[src/rtl/rc_pkg.sv]
// Package: shared constants for the reset cause recorder.
// Assumes a 32-bit register and five cause flags at fixed bit positions.
package rc_pkg;
    localparam int REG_W      = 32;
    localparam int NUM_CAUSES = 5;

    // Bit positions of the cause flags in the register (software decodes these)
    localparam int IDX_EXT = 0;
    localparam int IDX_POR = 1;
    localparam int IDX_BOR = 2;
    localparam int IDX_WDT = 3;
    localparam int IDX_SW  = 4;

    typedef logic [NUM_CAUSES-1:0] cause_vec_t;

    // Flag value left by power-on: only the power-on flag set
    localparam cause_vec_t POR_FLAGS = cause_vec_t'(1) << IDX_POR;
endpackage

[src/rtl/rc_addr_match.sv]
// Module: rc_addr_match
// Decodes a register access into read and write hits at one fixed byte offset.
// Assumes strobes are qualified by the full address comparison only.
module rc_addr_match #(
    parameter int                ADDR_W = 12,
    parameter logic [ADDR_W-1:0] OFFSET = 'h05C
) (
    input  logic [ADDR_W-1:0] addr_i,
    input  logic              rd_en_i,
    input  logic              wr_en_i,
    output logic              rd_hit_o,
    output logic              wr_hit_o
);
    logic at_offset;

    // Compare the whole byte offset against the register location
    always_comb begin
        at_offset = (addr_i == OFFSET);
        rd_hit_o  = rd_en_i && at_offset;
        wr_hit_o  = wr_en_i && at_offset;
    end
endmodule

[src/rtl/rc_sticky_bit.sv]
// Module: rc_sticky_bit
// One sticky flag: set by a hardware cause, cleared by a software write of 0.
// Assumes power-on is the only initialisation; a hardware set beats a clear.
module rc_sticky_bit #(
    parameter logic RESET_VAL = 1'b0
) (
    input  logic clk,
    input  logic por_n,
    input  logic set_i,
    input  logic wr_i,
    input  logic wbit_i,
    output logic q_o
);
    // Hold the flag; power-on loads RESET_VAL, cause sets, write-0 clears
    always_ff @(posedge clk or negedge por_n) begin
        if (!por_n) begin
            q_o <= RESET_VAL;
        end else if (set_i) begin
            q_o <= 1'b1;
        end else if (wr_i && !wbit_i) begin
            q_o <= 1'b0;
        end
    end
endmodule

[src/rtl/rc_read_port.sv]
// Module: rc_read_port
// Forms read data: flags in the low bits on a hit, zero otherwise.
// Assumes reserved upper bits always read as zero.
module rc_read_port
    import rc_pkg::*;
(
    input  logic             rd_hit_i,
    input  cause_vec_t       flags_i,
    output logic [REG_W-1:0] rdata_o
);
    // Zero-extend the flags onto the data bus when the read hits
    always_comb begin
        rdata_o = '0;
        if (rd_hit_i) begin
            rdata_o[NUM_CAUSES-1:0] = flags_i;
        end
    end
endmodule

[src/rtl/reset_cause_recorder.sv]
// Module: reset_cause_recorder
// Records which reset causes have occurred in sticky flags that survive every
// reset but power-on, and exposes them through one 32-bit register.
// Assumes cause inputs are single-cycle pulses synchronous to clk and that
// por_n is the only reset applied to this block.
module reset_cause_recorder
    import rc_pkg::*;
#(
    parameter int                ADDR_W       = 12,
    parameter logic [ADDR_W-1:0] CAUSE_OFFSET = 'h05C
) (
    input  logic              clk,
    input  logic              por_n,
    input  logic              ext_rst_pulse,
    input  logic              bor_rst_pulse,
    input  logic              wdt_rst_pulse,
    input  logic              sw_rst_pulse,
    input  logic [ADDR_W-1:0] reg_addr,
    input  logic              reg_wr_en,
    input  logic [REG_W-1:0]  reg_wdata,
    input  logic              reg_rd_en,
    output logic [REG_W-1:0]  reg_rdata
);
    logic       rd_hit;
    logic       wr_hit;
    cause_vec_t set_vec;
    cause_vec_t flags;
    logic       unused_wdata_hi;

    // Reserved write bits are deliberately discarded
    assign unused_wdata_hi = ^reg_wdata[REG_W-1:NUM_CAUSES];

    // Gather cause pulses at their flag positions; power-on has no pulse
    always_comb begin
        set_vec          = '0;
        set_vec[IDX_EXT] = ext_rst_pulse;
        set_vec[IDX_BOR] = bor_rst_pulse;
        set_vec[IDX_WDT] = wdt_rst_pulse;
        set_vec[IDX_SW]  = sw_rst_pulse;
    end

    rc_addr_match #(
        .ADDR_W (ADDR_W),
        .OFFSET (CAUSE_OFFSET)
    ) u_match (
        .addr_i   (reg_addr),
        .rd_en_i  (reg_rd_en),
        .wr_en_i  (reg_wr_en),
        .rd_hit_o (rd_hit),
        .wr_hit_o (wr_hit)
    );

    for (genvar i = 0; i < NUM_CAUSES; i++) begin : g_flag
        rc_sticky_bit #(
            .RESET_VAL (POR_FLAGS[i])
        ) u_bit (
            .clk    (clk),
            .por_n  (por_n),
            .set_i  (set_vec[i]),
            .wr_i   (wr_hit),
            .wbit_i (reg_wdata[i]),
            .q_o    (flags[i])
        );
    end

    rc_read_port u_read (
        .rd_hit_i (rd_hit),
        .flags_i  (flags),
        .rdata_o  (reg_rdata)
    );
endmodule

[config.mk]
export PLATFORM = sky130hd
export DESIGN_NAME = reset_cause_recorder
export DESIGN_NICKNAME = d
export VERILOG_FILES = /design/src/rtl/rc_pkg.sv /design/src/rtl/rc_addr_match.sv /design/src/rtl/rc_sticky_bit.sv /design/src/rtl/rc_read_port.sv /design/src/rtl/reset_cause_recorder.sv
export SDC_FILE = /design/constraint.sdc
export NUM_CORES = 1
export LEC_CHECK = 0
export BUFFER_PORTS_ARGS = -buffer_cell sky130_fd_sc_hd__buf_2
export CORE_AREA = 2 2 50 52
export CTS_CLUSTER_SIZE = 24
export DETAILED_ROUTE_END_ITERATION = 16
export DIE_AREA = 0 0 52 54
export GPL_TIMING_DRIVEN = 0
export MAX_ROUTING_LAYER = met4
export PLACE_DENSITY = 0.74
export SYNTH_ARGS = -nofsm -noshare
export SYNTH_HDL_FRONTEND = slang
export SYNTH_HIERARCHICAL = 1
export SYNTH_SLANG_ARGS = --single-unit
[constraint.sdc]
create_clock -name clk -period 1.3 [get_ports clk]
set_input_delay 0.195 -clock clk [delete_from_list [all_inputs] [get_ports clk]]
set_output_delay 0.195 -clock clk [all_outputs]
set_load 0.005 [all_outputs]
==> run_results.csv, run 1 <==
group,metric,value,unit
cells_and_area,regArea,126,sq um
run_status,status,"finished, violations left",
power,cellPowerDensity,541,nW/um^2
sta,fin_skew,0,ns
hold_path,worstHoldPathType,"in2reg",
cells_and_area,multiInputGateArea,299,sq um
global_route,antenna_found_initial,0,
setup_path,critical_path_arrival,1.41,ns
route,ant_nets,0,
sta,finalCriticalPeriod,1.61,ns
die,dieArea,2810,sq um
synth,synth_common_cells,"27 x buf_4, 5 x a21o_1, 5 x and2_1, 5 x nand2b_1, 4 x dfrtp_1",
die,rows,18,
clock_tree,tritoncts,"built",
synth,synth_top_area_share,39.8,%
job,max-cap-violations,0,
sta,fmax,0.623,GHz
setup_path,cp.required,1.11,ns
sta,hold_viol,0,
route,via_per_inst,3.23,
cells_and_area,num_antenna_cells,0,
sta,finalCritPeriodShare,124,%
cells_and_area,fin_cells,146,
placement,place.gp.congestion,0.719,
setup_path,timing.rr.end,"g_flag[1].u_bit/q_o",
setup_path,ff2ff_setup_slack,0.62,ns
synth,ys_warn_count,6,
setup_path,worstPathMaxFanout,5,
global_route,grtUsageMet2,14.1,%
placement,port-buffer-count,29,
synth,synth_enable_flop_cells,0,
synth,synth_most_common_cell,"buf_4",
placement,placed_cells,140,
power,p_leak,0.490,nW
clock_tree,htreeDepth,1,
global_route,grt_usage,7.99,%
route,dr.pass1.iters,1,
global_route,grtUsageMet1,7.79,%
route,wl_per_cell,7.22,um
setup_path,r2r_start,"g_flag[1].u_bit/q_o",
placement,place_ws,-0.461,ns
die,fp.dieW,52,um
cells_and_area,reg_top3,"g_flag.u_bit/q_o: 5 flops",
global_route,use_met3,2.78,%
clock_tree,root_buffer,"clkbuf_4",
cells_and_area,area_delta_synth_final,69.0,%
global_route,grt_max_degree,6,
run_status,violations,"setup timing",
synth,yosys-top-cells-area,"buf_4 40%, dfrtp_1 20%, a21o_1 7.4%, and2_1 6.1%, nand2b_1 6.1%",
cells_and_area,nNetsFinal,169,
sta,report.final.slew_viol_count,0,
cells_and_area,drive_gt1_share,56.0,%
sta,rsz0062_at_grt,"yes",
setup_path,worst-r2r-cell-count,1,
synth,yosysUniqueCellTypes,11,
hold_path,holdPathStages,2,
clock_tree,max-clock-path-buffers,2,
setup_path,worst_setup_path_end_kind,"primary output",
clock_tree,path_clk_slew,0.04,ns
setup_path,cp-start-kind,"input port",
cells_and_area,fillers,253,
synth,synth_area_leader_cell,"buf_4",
placement,dp_hpwl,997,um
synth,syn_avg_cell_area,9.26,sq um
global_route,grt-ovfl-total,0,
route,first_iter_violations,0,
route,dr_total_vias,471,
clock_tree,cts_buffers,3,
clock_tree,cts_sinks,5,
sta,setup_ws,-0.306,ns
sta,setup_tns,-1.65,ns
sta,fin_worst_hold_slack,0.139,ns
global_route,grt_pass1_wl,1580,um
setup_path,timing_worst_setup_path_type,"in2out",
synth,synth_top_flop_cell,"dfrtp_1",
synth,ys_seq_area_share,24.8,%
hold_path,whs_endpoint,"g_flag[2].u_bit/q_o",
die,die_h,54,um
synth,async_reset_ff_share,100,%
synth,synthCells,55,
die,ios,84,
die,core-area,2320,sq um
clock_tree,worstSkewPairLatency,0.23,ns
power,ir_drop,0.344,mV
global_route,grt-busiest-layer,"met2",
cells_and_area,top_register,"g_flag.u_bit/q_o",
global_route,grt_pass1_vias,371,
synth,ys_ff_latch,5,
route,wirelength,1050,um
sta,setup_viol,9,
hold_path,hold_start,"bor_rst_pulse",
die,initial_utilization,22.0,%
route,drc,0,
synth,syn_area,509,sq um
cells_and_area,largest_register_ffs,5,
[how the worst max path moves through the flow]
| stage | startpoint | end | slack [ns] | depth (start not counted) |
|---|---|---|---|---|
| finish | reg_addr[5] | reg_rdata[4] | -0.31 | 5 |
| global route | reg_addr[5] | reg_rdata[4] | -0.39 | 5 |
| CTS | reg_addr[5] | reg_rdata[1] | -0.33 | 5 |
| detailed placement | reg_addr[7] | reg_rdata[1] | -0.46 | 5 |
| global placement | reg_addr[7] | reg_rdata[4] | -0.49 | 5 |
| floorplan | reg_addr[7] | reg_rdata[0] | -0.11 | 3 |
[power by group]
group	switching [W]	internal, W
clock	0.0000582	0.000116
sequential	0.00000000671	0.000156
combinational	0.0000475	0.0000879
[metrics by stage]
step / cell area [sq um] / util [%] / total power (W)
after global placement: 798 / 34.4 / 0.000283
final: 861 / 37.1 / 0.000466
after floorplan: 616 / - / 0.000245
after global routing: 861 / 37.1 / 0.000514
after CTS: 861 / 37.1 / 0.000471
after detailed placement: 798 / 34.4 / 0.000284
[kinds of logic after synthesis]
kind of cell           after synthesis  synth area share (%)
AO/OA/AOI/OAI                        5                  7.37
buffers and inverters               27                  39.8
flip-flops                           5                  24.8
other                                2                  1.47
AND/OR/NAND/NOR                     16                  26.5
[cells in the final DEF, fill, tap and decap left out, drive strengths merged]
cell type    Yosys  final
a21o             5      5
dlygate4sd3      0      1
clkbuf           0      4
or4bb            2      2
and2             5      5
nor4             2      2
nand4bb          1      1
dfstp            1      1
nand2b           5      5
or4b             1      1
dfrtp            4      4
conb             2     28
buf             27     57
[final cells by class]
type                            instances  area share [%]
Buffer                                 27            23.5
Tap cell                               30            4.36
Timing Repair Buffer                   31            19.6
Clock buffer                            4            3.05
Sequential cell                         5            14.7
Multi-Input combinational cell         49            34.7
[metal layers]
layer	up-vias	part of all wire, %
met5	-	0
met4	0	0
met1	186	33
li1	248	-
met3	0	18
met2	37	48
[what timing repair did]
action | CTS | global route
setup buffers | 1 | 0
hold buffers | 1 | 0
endpoints found under the hold margin | 5 | 0
endpoints found under the setup margin | 10 | 10
gates resized for setup | 3 | 0
pin swaps | 8 | 1
[critical path, cell delays in order]
cell     delay, ns
buf_6         0.09
or4bb_4       0.54
nor4_4        0.30
and2_1        0.18
buf_2         0.11
Power figures use the tool's default switching activity.
==> run 2: changes to the inputs <==
--- a/config.mk
+++ b/config.mk
@@ -5,6 +5,7 @@
 export SDC_FILE = /design/constraint.sdc
 export NUM_CORES = 1
 export LEC_CHECK = 0
+export ABC_AREA = 1
 export BUFFER_PORTS_ARGS = -buffer_cell sky130_fd_sc_hd__buf_2
 export CORE_AREA = 2 2 50 52
 export CTS_CLUSTER_SIZE = 24
@@ -12,7 +13,7 @@
 export DIE_AREA = 0 0 52 54
 export GPL_TIMING_DRIVEN = 0
 export MAX_ROUTING_LAYER = met4
-export PLACE_DENSITY = 0.74
+export PLACE_DENSITY = 0.76
 export SYNTH_ARGS = -nofsm -noshare
 export SYNTH_HDL_FRONTEND = slang
 export SYNTH_HIERARCHICAL = 1
==> run_results.csv, run 2 <==
group,metric,value,unit
power,p_leak,0.641,nW
cells_and_area,nNetsFinal,204,
global_route,grt_pass1_vias,438,
cells_and_area,final_cell_mix,"29 x buf_2, 28 x conb_1, 27 x buf_4, 26 x nand2_1, 24 x inv_1",
power,power,0.000473,W
cells_and_area,fin_cells,181,
synth,synth_top_area_share,36.7,%
cells_and_area,largest_register_ffs,5,
route,drc,0,
die,ios,84,
clock_tree,htreeDepth,1,
sta,hold_viol,0,
cells_and_area,num_antenna_cells,0,
clock_tree,worstSkewPairLatency,0.24,ns
synth,syn_avg_cell_area,6.06,sq um
clock_tree,max-clock-path-buffers,2,
run_status,status,"completed",
synth,ys_warn_count,6,
cells_and_area,top_register,"g_flag.u_bit/q_o",
clock_tree,post_cts_buffers,0,
setup_path,worst_setup_path_end_kind,"primary output",
global_route,grt-ovfl-total,0,
synth,synthCells,91,
route,dr_wl_met2,555,um
synth,yosysUniqueCellTypes,8,
hold_path,worstHoldPathType,"in2reg",
global_route,antenna_found_initial,0,
route,first_iter_violations,2,
setup_path,cp.required,1.11,ns
die,dieArea,2810,sq um
clock_tree,root_buffer,"clkbuf_4",
placement,place.gp.congestion,0.681,
synth,synth_most_common_cell,"buf_4",
clock_tree,path_clk_slew,0.04,ns
cells_and_area,reg_top3,"g_flag.u_bit/q_o: 5 flops",
placement,dp_hpwl,921,um
route,wirelength,1060,um
setup_path,cp-start-kind,"input port",
global_route,grt_usage,7.88,%
global_route,grt_pass1_wl,1560,um
die,rows,18,
placement,port-buffer-count,29,
synth,ys_seq_area_share,22.9,%
synth,yosys-top-cells-area,"buf_4 37%, dfrtp_1 18%, nand2_1 18%, inv_1 17%, dfstp_2 4.8%",
job,max-cap-violations,0,
synth,async_reset_ff_share,100,%
clock_tree,cts_buffers,3,
setup_path,timing_worst_setup_path_type,"in2out",
sta,fmax,0.833,GHz
setup_path,critical_path_arrival,1.01,ns
die,die_h,54,um
die,fp.dieW,52,um
route,wl_met1,350,um
global_route,grt_max_degree,6,
cells_and_area,fillers,267,
hold_path,holdPathStages,3,
sta,fin_skew,0,ns
route,top_layer,"met3",
synth,synth_enable_flop_cells,0,
synth,syn_area,552,sq um
cells_and_area,layout.cells.most_common,"buf_2",
synth,ys_ff_latch,5,
route,wl_per_cell,5.85,um
synth,synth_area_leader_cell,"buf_4",
route,met3_length,153,um
die,core-area,2320,sq um
sta,finalCritPeriodShare,92.3,%
placement,placed_cells,176,
cells_and_area,drive_gt1_share,43.7,%
sta,finalCriticalPeriod,1.20,ns
route,ant_nets,0,
sta,setup_viol,0,
clock_tree,cts_sinks,5,
power,ir_drop,0.306,mV
route,via_per_inst,3.07,
synth,synth_top_flop_cell,"dfrtp_1",
cells_and_area,final_area,888,sq um
clock_tree,tritoncts,"built",
cells_and_area,area_delta_synth_final,61.0,%
setup_path,worstPathMaxFanout,5,
route,dr_total_vias,555,
synth,synth_common_cells,"27 x buf_4, 26 x nand2_1, 25 x inv_1, 5 x nor2_1, 4 x dfrtp_1",
placement,dpl-instance-area,832,sq um
setup_path,worst-r2r-cell-count,2,
power,cellPowerDensity,532,nW/um^2
die,initial_utilization,23.8,%
route,dr.pass1.iters,2,
sta,report.final.slew_viol_count,0,
[run 2: cell types whose count changed in the layout (fill, tap and decap cells not counted), moves of 2 or more]
cell / before / now
nor4_4: 2 / 0
and2_1: 5 / 0
a21o_1: 5 / 0
nand2b_1: 5 / 0
inv_1: 0 / 24
nand2_1: 0 / 26
nor2_2: 0 / 3
[run 2: layout make-up]
class,instances,area (sq um),area share (%)
Timing Repair Buffer,30,155,17.5
Multi-Input combinational cell,60,246,27.7
Clock buffer,4,26.3,2.96
Tap cell,30,37.5,4.23
Sequential cell,5,126,14.2
Buffer,27,203,22.8
Inverter,25,93.8,10.6
[run 2: kinds of logic after synthesis]
family                 Yosys count  synth area share (%)
DFF                              5                  22.9
other                            2                  1.36
buffers and inverters           52                  53.7
and+or+nand+nor                 32                  22.0
[run 2: power breakdown]
group | switching, W | internal, W | leakage [nW] | total (W)
clock | 0.0000617 | 0.000116 | 0.0150 | 0.000178
combinational | 0.0000534 | 0.0000853 | 0.580 | 0.000139
sequential | 0.00000000774 | 0.000156 | 0.0455 | 0.000156
[run 2: metal layers]
layer	GRT usage, %	vias to the layer above
met5	-	-
met4	5.26	0
met3	1.67	0
met2	14.8	32
met1	7.15	212
li1	-	311
[run 2: path summary, 6_finish.rpt]
path,from,slack (ns),to
max in group asynchronous,por_n,0.78,g_flag[1].u_bit/q_o
worst max-delay path,reg_addr[9],0.1,reg_rdata[0]
worst min-delay path,bor_rst_pulse,0.14,g_flag[2].u_bit/q_o
min in group asynchronous,por_n,0.31,g_flag[2].u_bit/q_o
worst max register to register,g_flag[1].u_bit/q_o,0.63,g_flag[1].u_bit/q_o
worst min register to register,g_flag[1].u_bit/q_o,0.46,g_flag[1].u_bit/q_o
[run 2: stage by stage]
stage | setup slack, ns | TNS, ns | hold WS [ns] | utilization, %
floorplan | 0.333 | 0 | -0.101 | -
global placement | -0.0138 | -0.0159 | 0.0119 | 35.9
detailed placement | -0.0271 | -0.0807 | 0.0114 | 35.9
CTS | 0.0562 | 0 | 0.134 | 37.5
global route | -0.00676 | -0.00676 | 0.163 | 38.3
finish | 0.0996 | 0 | 0.143 | 38.3
[run 2: what timing repair did]
action | 4_1_cts | 5_1_grt
endpoints found under the setup margin | 5 | 5
resized for setup | 1 | 6
hold buffers | 1 | 0
endpoints found under the hold margin | 5 | 0
pin swaps | 0 | 7
[run 2: worst max-delay path, cell delays in order]
cell and delay, ns:
buf_2 0.09, inv_1 0.04, nand2_1 0.05, nor2_2 0.11, nand3_2 0.12, nor2_4 0.17
nand2_1 0.07, inv_1 0.05, buf_2 0.10
==> run 3: changes to the inputs <==
--- a/config.mk
+++ b/config.mk
@@ -5,15 +5,14 @@
 export SDC_FILE = /design/constraint.sdc
 export NUM_CORES = 1
 export LEC_CHECK = 0
-export ABC_AREA = 1
 export BUFFER_PORTS_ARGS = -buffer_cell sky130_fd_sc_hd__buf_2
-export CORE_AREA = 2 2 50 52
+export CORE_AREA = 2 2 45 47
 export CTS_CLUSTER_SIZE = 24
 export DETAILED_ROUTE_END_ITERATION = 16
-export DIE_AREA = 0 0 52 54
+export DIE_AREA = 0 0 47 49
 export GPL_TIMING_DRIVEN = 0
 export MAX_ROUTING_LAYER = met4
-export PLACE_DENSITY = 0.76
+export PLACE_DENSITY = 0.85
 export SYNTH_ARGS = -nofsm -noshare
 export SYNTH_HDL_FRONTEND = slang
 export SYNTH_HIERARCHICAL = 1
==> constraint.sdc (replaced) <==
create_clock -name clk -period 1.4 [get_ports clk]
set_input_delay 0.21 -clock clk [delete_from_list [all_inputs] [get_ports clk]]
set_output_delay 0.21 -clock clk [all_outputs]
set_load 0.005 [all_outputs]
==> run_results.csv, run 3 (same netlist as run 1, synthesis figures left out) <==
group,metric,value,unit
sta,finalCriticalPeriod,1.65,ns
die,initial_utilization,27.6,%
route,wl_per_cell,8.53,um
run_status,violations,"setup timing",
cells_and_area,reg_top3,"g_flag.u_bit/q_o: 5 flops",
die,die_h,49,um
die,fp.dieW,47,um
global_route,grt_pass1_vias,440,
clock_tree,path_clk_slew,0.04,ns
die,dieArea,2300,sq um
run_status,status,"finished, violations left",
placement,port-buffer-count,29,
power,cellPowerDensity,509,nW/um^2
setup_path,ff2ff_setup_slack,0.73,ns
clock_tree,max-clock-path-buffers,2,
setup_path,critical_path_arrival,1.44,ns
cells_and_area,final_cell_mix,"29 x buf_4, 28 x conb_1, 27 x buf_2",
cells_and_area,layout.cells.most_common,"buf_4",
setup_path,cp-start-kind,"input port",
cells_and_area,top_register,"g_flag.u_bit/q_o",
clock_tree,cts_buffers,3,
placement,dpl-instance-area,803,sq um
cells_and_area,fillers,191,
route,via_per_inst,3.35,
route,ant_nets,0,
global_route,grt_max_degree,6,
setup_path,timing_worst_setup_path_type,"in2out",
die,ios,84,
setup_path,cpPeakStageDelay,0.55,ns
route,dr_total_vias,483,
cells_and_area,final_area,871,sq um
cells_and_area,post-route-util,47.3,%
setup_path,cp.required,1.19,ns
setup_path,worstPathMaxFanout,5,
cells_and_area,num_antenna_cells,0,
die,core-area,1840,sq um
clock_tree,worstSkewPairLatency,0.25,ns
setup_path,worst_setup_path_end_kind,"primary output",
sta,fmax,0.606,GHz
route,first_iter_violations,2,
global_route,grt_pass1_wl,1730,um
sta,hold_viol,0,
die,rows,16,
clock_tree,tritoncts,"built",
global_route,grt-ovfl-total,0,
power,ir_drop,0.448,mV
route,dr.pass1.iters,2,
cells_and_area,area_delta_synth_final,71.0,%
placement,place.gp.congestion,0.696,
power,p_leak,0.497,nW
cells_and_area,drive_gt1_share,56.4,%
clock_tree,cts_sinks,5,
global_route,antenna_found_initial,0,
global_route,grt_usage,11.7,%
sta,report.final.slew_viol_count,0,
cells_and_area,nNetsFinal,170,
sta,fin_worst_hold_slack,0.146,ns
placement,place_ws,-0.313,ns
sta,fin_skew,0,ns
clock_tree,root_buffer,"clkbuf_4",
route,wirelength,1230,um
sta,rsz0062_at_grt,"yes",
cells_and_area,largest_register_ffs,5,
sta,setup_viol,8,
route,drc,0,
clock_tree,htreeDepth,1,
job,max-cap-violations,0,
sta,setup_ws,-0.251,ns
setup_path,slowest_stage,"or4b_4",
setup_path,path_cells,"buf_6 > or4b_4 > nor4_4 > and2_1 > buf_2",
hold_path,worstHoldPathType,"in2reg",
sta,finalCritPeriodShare,118,%
## run 3: cell types whose count changed in the layout (fill, tap and decap cells not counted), sizes merged
| cell | previous run | this run |
|---|---|---|
| or4bb | 0 | 2 |
| and2 | 0 | 5 |
| nand2 | 26 | 0 |
| nor4 | 0 | 2 |
| nand2b | 0 | 5 |
| nand3 | 1 | 0 |
| buf | 56 | 58 |
| nand4bb | 0 | 1 |
| or4b | 0 | 1 |
| inv | 25 | 0 |
| a21o | 0 | 5 |
| nor2 | 5 | 0 |
## run 3: path summary, 6_finish.rpt
kind                                          start                   to  depth (start not counted)
worst min register to register  g_flag[2].u_bit/q_o  g_flag[2].u_bit/q_o                          1
worst min-delay path                  bor_rst_pulse  g_flag[2].u_bit/q_o                          2
min in group asynchronous                     por_n  g_flag[4].u_bit/q_o                          2
max in group asynchronous                     por_n  g_flag[1].u_bit/q_o                          2
worst max-delay path                    reg_addr[8]         reg_rdata[4]                          5
worst max register to register  g_flag[1].u_bit/q_o  g_flag[1].u_bit/q_o                          1
## run 3: worst max-delay path: cells and delay by family
kind / cells / cell delay (ns)
simple gates: 3 / 1.03
buf+inv: 2 / 0.20
## run 3: area by class of cell
type	instances	area, sq um	share of cell area (%)
Sequential cell	5	126	14.5
Multi-Input combinational cell	49	299	34.3
Tap cell	27	33.8	3.88
Clock buffer	4	26.3	3.02
Buffer	27	203	23.3
Timing Repair Buffer	32	183	21.0
## run 3: where the power goes
group	internal (W)	switching [W]
Clock	0.000108	0.0000600
Combinational	0.0000843	0.0000455
Sequential	0.000145	0.00000000688
## run 3: repair_timing
| item | CTS | global route |
|---|---|---|
| endpoints found under the setup margin | 9 | 9 |
| hold buffers | 1 | 0 |
| gates resized for setup | 2 | 1 |
| buffers inserted | 1 | 1 |
| pin swaps | 5 | 5 |
| endpoints found under the hold margin | 5 | 0 |
## run 3: layer usage
| layer | track usage [%] | wire length [um] | vias up |
|---|---|---|---|
| li1 | - | - | 248 |
| met2 | 19.4 | 608 | 45 |
| met4 | 9.72 | 15 | 0 |
| met3 | 3.70 | 151 | 2 |
| met1 | 10.0 | 453 | 188 |
| met5 | - | 0 | - |
## run 3: per-stage QoR
| step | power [W] | instances | TNS (ns) |
|---|---|---|---|
| finish | 0.000443 | 144 | -1.22 |
| CTS | 0.000445 | 143 | -1.32 |
| global route | 0.000467 | 144 | -1.87 |
| floorplan | 0.000229 | 81 | -0.160 |
| global placement | 0.000264 | 137 | -2.53 |
| detailed placement | 0.000265 | 137 | -2.84 |
